<file path="config.mk">
export PLATFORM = sky130hd
export DESIGN_NAME = cordic_rotator
export DESIGN_NICKNAME = d
export VERILOG_FILES = /design/src/rtl/cordic_rot_pkg.sv /design/src/rtl/cordic_rot_stage.sv /design/src/rtl/cordic_rot_narrow.sv /design/src/rtl/cordic_rotator.sv
export SDC_FILE = /design/constraint.sdc
export NUM_CORES = 2
export LEC_CHECK = 0
export BUFFER_PORTS_ARGS = -buffer_cell sky130_fd_sc_hd__buf_2
export CORE_MARGIN = 1
export CORE_UTILIZATION = 39
export DETAILED_ROUTE_END_ITERATION = 8
export PLACE_DENSITY_LB_ADDON = 0.15
export RECOVER_POWER = 50
export SETUP_SLACK_MARGIN = 0.02
export SLEW_MARGIN = 10
export SYNTH_ARGS = -nofsm -noshare
export SYNTH_HDL_FRONTEND = slang
export SYNTH_HIERARCHICAL = 1
export SYNTH_SLANG_ARGS = --single-unit
</file>
<file path="constraint.sdc">
create_clock -name vclk -period 129.6
set_input_delay 19.44 -clock vclk [all_inputs]
set_output_delay 19.44 -clock vclk [all_outputs]
set_load 0.02 [all_outputs]
</file>
<file path="src/rtl/cordic_rot_pkg.sv">
package cordic_rot_pkg;

   localparam real PI_R = 3.14159265358979323846;

   // Rounded code of atan(2^-idx) with fbits fractional bits (series for idx>0)
   function automatic int atan_code(input int idx, input int fbits);
      real x;
      real pw;
      real acc;
      acc = 0.0;
      if (idx == 0) begin
         acc = PI_R / 4.0;
      end else begin
         x  = 1.0 / (2.0 ** idx);
         pw = x;
         for (int k = 0; k < 40; k++) begin
            if (k % 2 == 0) acc = acc + pw / (2.0 * k + 1.0);
            else            acc = acc - pw / (2.0 * k + 1.0);
            pw = pw * x * x;
         end
      end
      return $rtoi(acc * (2.0 ** fbits) + 0.5);
   endfunction

   function automatic int half_pi_code(input int fbits);
      return $rtoi(PI_R / 2.0 * (2.0 ** fbits) + 0.5);
   endfunction

endpackage

</file>
<file path="src/rtl/cordic_rot_stage.sv">
module cordic_rot_stage #(
   parameter int DW    = 22,
   parameter int AW    = 20,
   parameter int SHIFT = 0,
   parameter int ANGLE = 0
) (
   input  logic signed [DW-1:0] x_i,
   input  logic signed [DW-1:0] y_i,
   input  logic signed [AW-1:0] z_i,
   output logic signed [DW-1:0] x_o,
   output logic signed [DW-1:0] y_o,
   output logic signed [AW-1:0] z_o
);

   localparam logic signed [AW-1:0] ANG = AW'(ANGLE);

   if (SHIFT < 0 || SHIFT >= DW) begin : g_bad_shift
      $error("cordic_rot_stage: SHIFT out of range");
   end
   if (ANGLE < 0 || ANGLE >= 2 ** (AW - 2)) begin : g_bad_angle
      $error("cordic_rot_stage: ANGLE does not fit");
   end

   logic signed [DW-1:0] x_sh;
   logic signed [DW-1:0] y_sh;
   logic                 turn_back;

   always_comb begin
      turn_back = z_i[AW-1];
      x_sh      = x_i >>> SHIFT;
      y_sh      = y_i >>> SHIFT;
      if (turn_back) begin
         x_o = x_i + y_sh;
         y_o = y_i - x_sh;
         z_o = z_i + ANG;
      end else begin
         x_o = x_i - y_sh;
         y_o = y_i + x_sh;
         z_o = z_i - ANG;
      end
   end

   logic signed [AW:0] zi_w;
   logic signed [AW:0] zo_w;
   logic        [AW:0] zi_mag;
   logic        [AW:0] zo_mag;

   always_comb begin
      zi_w   = (AW+1)'(z_i);
      zo_w   = (AW+1)'(z_o);
      zi_mag = zi_w[AW] ? -zi_w : zi_w;
      zo_mag = zo_w[AW] ? -zo_w : zo_w;
      // the remaining angle never grows past max(|z_i|, stage constant)
      a_r3_residual_bounded: assert (zo_mag <= zi_mag || zo_mag <= (AW+1)'(ANGLE))
         else $error("a_r3_residual_bounded: stage %0d", SHIFT);
      // a null vector stays null through every stage
      a_r6_null_vector_kept: assert (!(x_i == '0 && y_i == '0) || (x_o == '0 && y_o == '0))
         else $error("a_r6_null_vector_kept: stage %0d", SHIFT);
   end

endmodule

</file>
<file path="src/rtl/cordic_rot_narrow.sv">
module cordic_rot_narrow #(
   parameter int IW       = 22,
   parameter int OW       = 16,
   parameter int DROP     = 4,
   parameter bit SATURATE = 1'b1
) (
   input  logic signed [IW-1:0] v_i,
   output logic signed [OW-1:0] v_o
);

   localparam logic signed [IW-1:0] OMAX = IW'((2 ** (OW - 1)) - 1);
   localparam logic signed [IW-1:0] OMIN = -IW'(2 ** (OW - 1));

   if (IW - DROP < OW) begin : g_bad_width
      $error("cordic_rot_narrow: IW - DROP must cover OW");
   end

   logic signed [IW-1:0] rnd;
   logic signed [IW-1:0] trunc;

   assign trunc = v_i >>> DROP;

   if (DROP > 0) begin : g_round
      assign rnd = (v_i + IW'(2 ** (DROP - 1))) >>> DROP;
   end else begin : g_pass
      assign rnd = v_i;
   end

   if (SATURATE) begin : g_clamp
      always_comb begin
         if (rnd > OMAX)      v_o = OMAX[OW-1:0];
         else if (rnd < OMIN) v_o = OMIN[OW-1:0];
         else                 v_o = rnd[OW-1:0];
      end
   end else begin : g_wrap
      assign v_o = rnd[OW-1:0];
   end

   logic signed [IW-1:0] diff;

   always_comb begin
      diff = IW'(v_o) - trunc;
      // narrowing keeps the sign of the wide value
      a_r5_sign_kept: assert (v_i[IW-1] ? (v_o <= 0) : (v_o >= 0))
         else $error("a_r5_sign_kept: in %0d out %0d", v_i, v_o);
      // inside the output range the result is the truncation or one above
      a_r5_in_range_exact: assert (trunc < OMIN || trunc > OMAX || diff == 0 || diff == 1)
         else $error("a_r5_in_range_exact: in %0d out %0d", v_i, v_o);
   end

endmodule

</file>
<file path="src/rtl/cordic_rotator.sv">
module cordic_rotator #(
   parameter int DATA_W     = 16,
   parameter int ANG_FRAC   = 13,
   parameter int STAGES     = 17,
   parameter int FRAC_GUARD = 4,
   parameter int INT_GUARD  = 2
) (
   input  logic signed [DATA_W-1:0] x_in,
   input  logic signed [DATA_W-1:0] y_in,
   input  logic signed [DATA_W-1:0] z_in,
   output logic signed [DATA_W-1:0] x_out,
   output logic signed [DATA_W-1:0] y_out,
   output logic signed [DATA_W-1:0] z_out
);

   localparam int IW        = DATA_W + INT_GUARD + FRAC_GUARD;
   localparam int ZW        = DATA_W + FRAC_GUARD;
   localparam int AF        = ANG_FRAC + FRAC_GUARD;
   localparam int HALF_PI_Q = cordic_rot_pkg::half_pi_code(ANG_FRAC);

   if (DATA_W < 8) begin : g_bad_data_w
      $error("cordic_rotator: DATA_W too small");
   end
   if (ANG_FRAC < 1 || ANG_FRAC > DATA_W - 3) begin : g_bad_frac
      $error("cordic_rotator: angle needs two integer bits and a sign");
   end
   if (STAGES < 1 || STAGES > IW - 1) begin : g_bad_stages
      $error("cordic_rotator: STAGES out of range");
   end
   if (INT_GUARD < 2 || FRAC_GUARD < 0) begin : g_bad_guard
      $error("cordic_rotator: guard bits too few");
   end

   logic signed [IW-1:0] xc [0:STAGES];
   logic signed [IW-1:0] yc [0:STAGES];
   logic signed [ZW-1:0] zc [0:STAGES];

   logic signed [IW-1:0] x_wide;
   logic signed [IW-1:0] y_wide;
   logic signed [ZW-1:0] z_wide;

   assign x_wide = IW'(x_in);
   assign y_wide = IW'(y_in);
   assign z_wide = ZW'(z_in);
   assign xc[0]  = x_wide <<< FRAC_GUARD;
   assign yc[0]  = y_wide <<< FRAC_GUARD;
   assign zc[0]  = z_wide <<< FRAC_GUARD;

   for (genvar i = 0; i < STAGES; i++) begin : g_stage
      cordic_rot_stage #(
         .DW    (IW),
         .AW    (ZW),
         .SHIFT (i),
         .ANGLE (cordic_rot_pkg::atan_code(i, AF))
      ) u_stage (
         .x_i (xc[i]),
         .y_i (yc[i]),
         .z_i (zc[i]),
         .x_o (xc[i+1]),
         .y_o (yc[i+1]),
         .z_o (zc[i+1])
      );
   end

   cordic_rot_narrow #(.IW(IW), .OW(DATA_W), .DROP(FRAC_GUARD), .SATURATE(1'b1)) u_nx (
      .v_i (xc[STAGES]),
      .v_o (x_out)
   );
   cordic_rot_narrow #(.IW(IW), .OW(DATA_W), .DROP(FRAC_GUARD), .SATURATE(1'b1)) u_ny (
      .v_i (yc[STAGES]),
      .v_o (y_out)
   );
   cordic_rot_narrow #(.IW(ZW), .OW(DATA_W), .DROP(FRAC_GUARD), .SATURATE(1'b0)) u_nz (
      .v_i (zc[STAGES]),
      .v_o (z_out)
   );

   logic angle_ok;

   always_comb begin
      angle_ok = (int'(z_in) <= HALF_PI_Q) && (int'(z_in) >= -HALF_PI_Q);
      // an in-range angle is fully consumed by the chain
      a_r3_residual_small: assert (!angle_ok || (z_out >= -1 && z_out <= 1))
         else $error("a_r3_residual_small: z_in %0d z_out %0d", z_in, z_out);
   end

endmodule

</file>
======== After elaboration in Yosys (flattened, before gate mapping) ========
Cells that the tools add are included.
word-level totals
  input bits .............................. 48
  output and inout port bits .............. 48
  register bits ........................... 0
operators by class
  $add $sub $neg .......................... 104
  magnitude comparators ................... 4
  mux-type cells .......................... 55
operators by type and width
  operator                                                         count
  22-bit 2-to-1 mux                                                34
  20-bit 2-to-1 mux                                                17
  16-bit 2-to-1 mux                                                4
  22-bit by 10-bit adder with 22-bit output                        2
  22-bit by 11-bit adder with 22-bit output                        2
  22-bit by 12-bit adder with 22-bit output                        2
  22-bit by 13-bit adder with 22-bit output                        2
  22-bit by 14-bit adder with 22-bit output                        2
  22-bit by 15-bit adder with 22-bit output                        2
  22-bit by 16-bit adder with 22-bit output                        2
  22-bit by 17-bit adder with 22-bit output                        2
  22-bit by 18-bit adder with 22-bit output                        2
  22-bit by 19-bit adder with 22-bit output                        2
  22-bit by 20-bit adder with 22-bit output                        2
  22-bit by 21-bit adder with 22-bit output                        2
  22-bit by 5-bit adder with 22-bit output, second input constant  2
  22-bit by 6-bit adder with 22-bit output                         2
  22-bit by 7-bit adder with 22-bit output                         2
  22-bit by 8-bit adder with 22-bit output                         2
  22-bit by 9-bit adder with 22-bit output                         2
  22-bit by 10-bit subtractor with 22-bit output                   2
  22-bit by 11-bit subtractor with 22-bit output                   2
  22-bit by 12-bit subtractor with 22-bit output                   2
  22-bit by 13-bit subtractor with 22-bit output                   2
  48 further kinds                                                 66

======== Longest topological paths before layout ========
  depth after elaboration ................. 38
  depth in mapped cells ................... 217
  mapped depth without buffers ............ 212

======== Cells and area by module ========
Netlist, hierarchy kept.
by module, submodules not included
  module                                   area an instance (um^2)  times used  seq. area each (um^2)  cells each
  cordic_rot_stage at g_stage[0].u_stage   4267.8                   1           0.0                    615
  cordic_rot_stage at g_stage[4].u_stage   3960.0                   1           0.0                    555
  cordic_rot_stage at g_stage[1].u_stage   3943.8                   1           0.0                    561
  cordic_rot_stage at g_stage[2].u_stage   3756.1                   1           0.0                    528
  cordic_rot_stage at g_stage[3].u_stage   3704.8                   1           0.0                    514
  cordic_rot_stage at g_stage[5].u_stage   3677.3                   1           0.0                    517
  cordic_rot_stage at g_stage[16].u_stage  3577.2                   1           0.0                    505
  cordic_rot_stage at g_stage[15].u_stage  3568.4                   1           0.0                    493
  cordic_rot_stage at g_stage[12].u_stage  3433.3                   1           0.0                    477
  cordic_rot_stage at g_stage[14].u_stage  3425.8                   1           0.0                    472
  cordic_rot_stage at g_stage[8].u_stage   3400.8                   1           0.0                    480
  cordic_rot_stage at g_stage[7].u_stage   3360.7                   1           0.0                    468
  cordic_rot_stage at g_stage[11].u_stage  3328.2                   1           0.0                    461
  cordic_rot_stage at g_stage[13].u_stage  3315.7                   1           0.0                    449
  6 more rows                              --                       --          --                     --

======== Worst setup path before layout ========
Ideal clock, no wire load.
  path kind ............................... input to output
  start point ............................. input port z_in[15]
  end point ............................... output port y_out[1]
  slack ................................... 46.261 ns
  cell stages on the path ................. 195
  arrival time ............................ 63.899 ns
  cells stage by stage .................... clkinv_1 > clkbuf_1 > ha_1 > a21o_1 > a21oi_1 > nor2_1 > o21a_1 > o31ai_1 > nor2_1 > a211oi_1 > clkbuf_1 > inv_1 > ha_1 > o21a_1 > o21ai_1 > a21bo_1 > o21bai_1 > o31ai_1 > (+159 left out) > nor3_1 > nand3b_1 > ha_1 > inv_1 > o21ai_0 > ha_1 > a21oi_1 > inv_1 > a221o_1 > a21oi_4 > o41a_1 > xnor2_1 > buf_2 > nand4_1 > or2_2 > o41ai_1 > a21oi_1 > o21ai_0
RTL lines
  element          RTL line              RTL
  start, declared  cordic_rotator.sv:10  input logic signed [DATA_W-1:0] z_in,
  end, declared    cordic_rotator.sv:12  output logic signed [DATA_W-1:0] y_out,

==> run_results.csv <==
group,metric,value,unit
sta,min_period_over_period,0.8296,
worst_setup_path,worstSetupPathType,"in2out",
worst_setup_path,crit_path_frequent_cell,"a21oi_1",
sta,finalSetupTns,0,ps
cts,postCtsSetupBuffers,0,
finish,numSequentialCells,0,
grt,grt_pass1_vias,59400,
finish,num-fill-cells,16790,
status,failed_checks,"max-capacitance violations, max-slew violations",
min_path,hold_depth,22,
cts,ctsHoldBuffers,0,
synth,yosys_warnings,6,
place,numPlacedInstances,10640,
finish,syn2layout_area_growth,3.516,%
worst_setup_path,crit_path_max_incr_delay,1900,ps
routing,wire_per_inst,18.94,um
finish,clockBufferCount,0,
worst_setup_path,arrival,88070,ps
routing,drt_iter0_drc,3819,
routing,viasPerCell,5.883,
finish,multi_input_area,59260,um2
sta,finalHoldViolations,0,
grt,grt_first_pass_wirelength,320700,um
finish,ff_latch_area,0,um2
min_path,min_to,"z_out[0]",
worst_setup_path,cp-start-kind,"input port",
routing,wirelength,201600,um
worst_setup_path,required,110160,ps
floorplan,start_util,0.3925,
synth,syn_inst,8666,
sta,worst_pin_slew,2671,ps
grt,grt_usage,0.2380,
place,globalplace.congestion,0.9578,
floorplan,chipWidth,401.0,um
synth,synth_area_per_cell,7.165,um2
sta,layout_min_cycle_time,107510,ps
routing,post-route-drc-count,0,
min_path,hold_start,"z_in[0]",
place,port_buffers,96,
worst_setup_path,slowest_stage,"clkbuf_1",
finish,final_nets,9777,
sta,fmax,9.301,MHz
cts,cts_resized,0,
floorplan,dieArea,160800,um2
floorplan,fp.dieH,401.0,um
sta,finalSetupViolations,0,
routing,first_pass_iters,7,
grt,grt_overflow,0,
finish,layoutNonFillerInstCount,10640,
grt,grt_antenna_before_repair,3,
place,pre_cts_ws,37200,ps
routing,dr_total_vias,62600,
sta,maxSlewHeadroom,-0.7807,
status,outcome,"complete, but fails checks",
sta,fin_ws,22090,ps
floorplan,rows,146,
routing,ant_nets,0,
place,dpl.hpwl,173700,um
finish,drive_above_1_share,0.05613,
floorplan,core_area,158200,um2
min_path,worstHoldPathType,"in2out",
flow_run,cap_violations,11,
worst_setup_path,end_kind,"output pin",
floorplan,io_pins,96,
sta,slew_violations,474,
worst_setup_path,crit_fanout,50,
sta,grt_setup_unrepaired,"false",
grt,grt_start_max_net_pins,68,
synth,syn_area,62090,um2
[per-stage QoR]
stage | cell area (um2) | util | hold WS, ps
after global placement | 64340 | 0.4067 | 42620
after floorplan | 62210 | - | 42300
after detailed placement | 64350 | 0.4068 | 42650
after global routing | 64280 | 0.4063 | 42980
after CTS | 64350 | 0.4068 | 42700
final | 64280 | 0.4063 | 42610
[routing by layer]
metal | GRT usage | share of wire
met4 | 0.07428 | 0.036
met2 | 0.4331 | 0.48
met3 | 0.005656 | 0.027
met5 | 0 | 0
met1 | 0.3020 | 0.45
[cell type report]
class                           instances  share of cell area
Antenna cell                            1          0.00003893
Tap cell                             2072             0.04033
Inverter                              444             0.02593
Timing Repair Buffer                  139             0.01180
Multi-Input combinational cell       7986              0.9219
[worst max-delay path by stage]
stage / start / end / slack, ps
after floorplan: z_in[15] / y_out[1] / 46260
after global placement: z_in[15] / y_out[4] / 36620
after detailed placement: z_in[15] / y_out[4] / 37200
after CTS: z_in[15] / y_out[4] / 36980
after global routing: z_in[15] / x_out[1] / 16810
final: z_in[15] / x_out[1] / 22090
[critical path: cells and delay by family]
kind	cells	cell delay, ps
XOR/XNOR	1	620
adder cells (fa/ha/maj)	17	9630
AND/OR/NAND/NOR	19	4140
AO/OA/AOI/OAI	97	22540
buffers and inverters	34	31110
[cells in the final DEF, fill, tap and decap left out, types with 60 or more instances in the layout]
master / count
a211oi_1: 130
a21o_1: 370
a21oi_1: 935
a31oi_1: 124
and3_1: 77
buf_2: 96
ha_1: 1106
inv_1: 436
mux2i_1: 66
nand2_1: 520
nand2b_1: 96
nand3_1: 177
nand4_1: 101
nor2_1: 832
nor2b_1: 92
nor3_1: 216
o211ai_1: 67
o21a_1: 150
o21ai_0: 444
o21ai_1: 65
o21bai_1: 112
o31ai_1: 60
xnor2_1: 776
xor2_1: 443
Power is not shown: default switching activity piles up to over one toggle a cycle in this logic, so the estimate is an artifact.
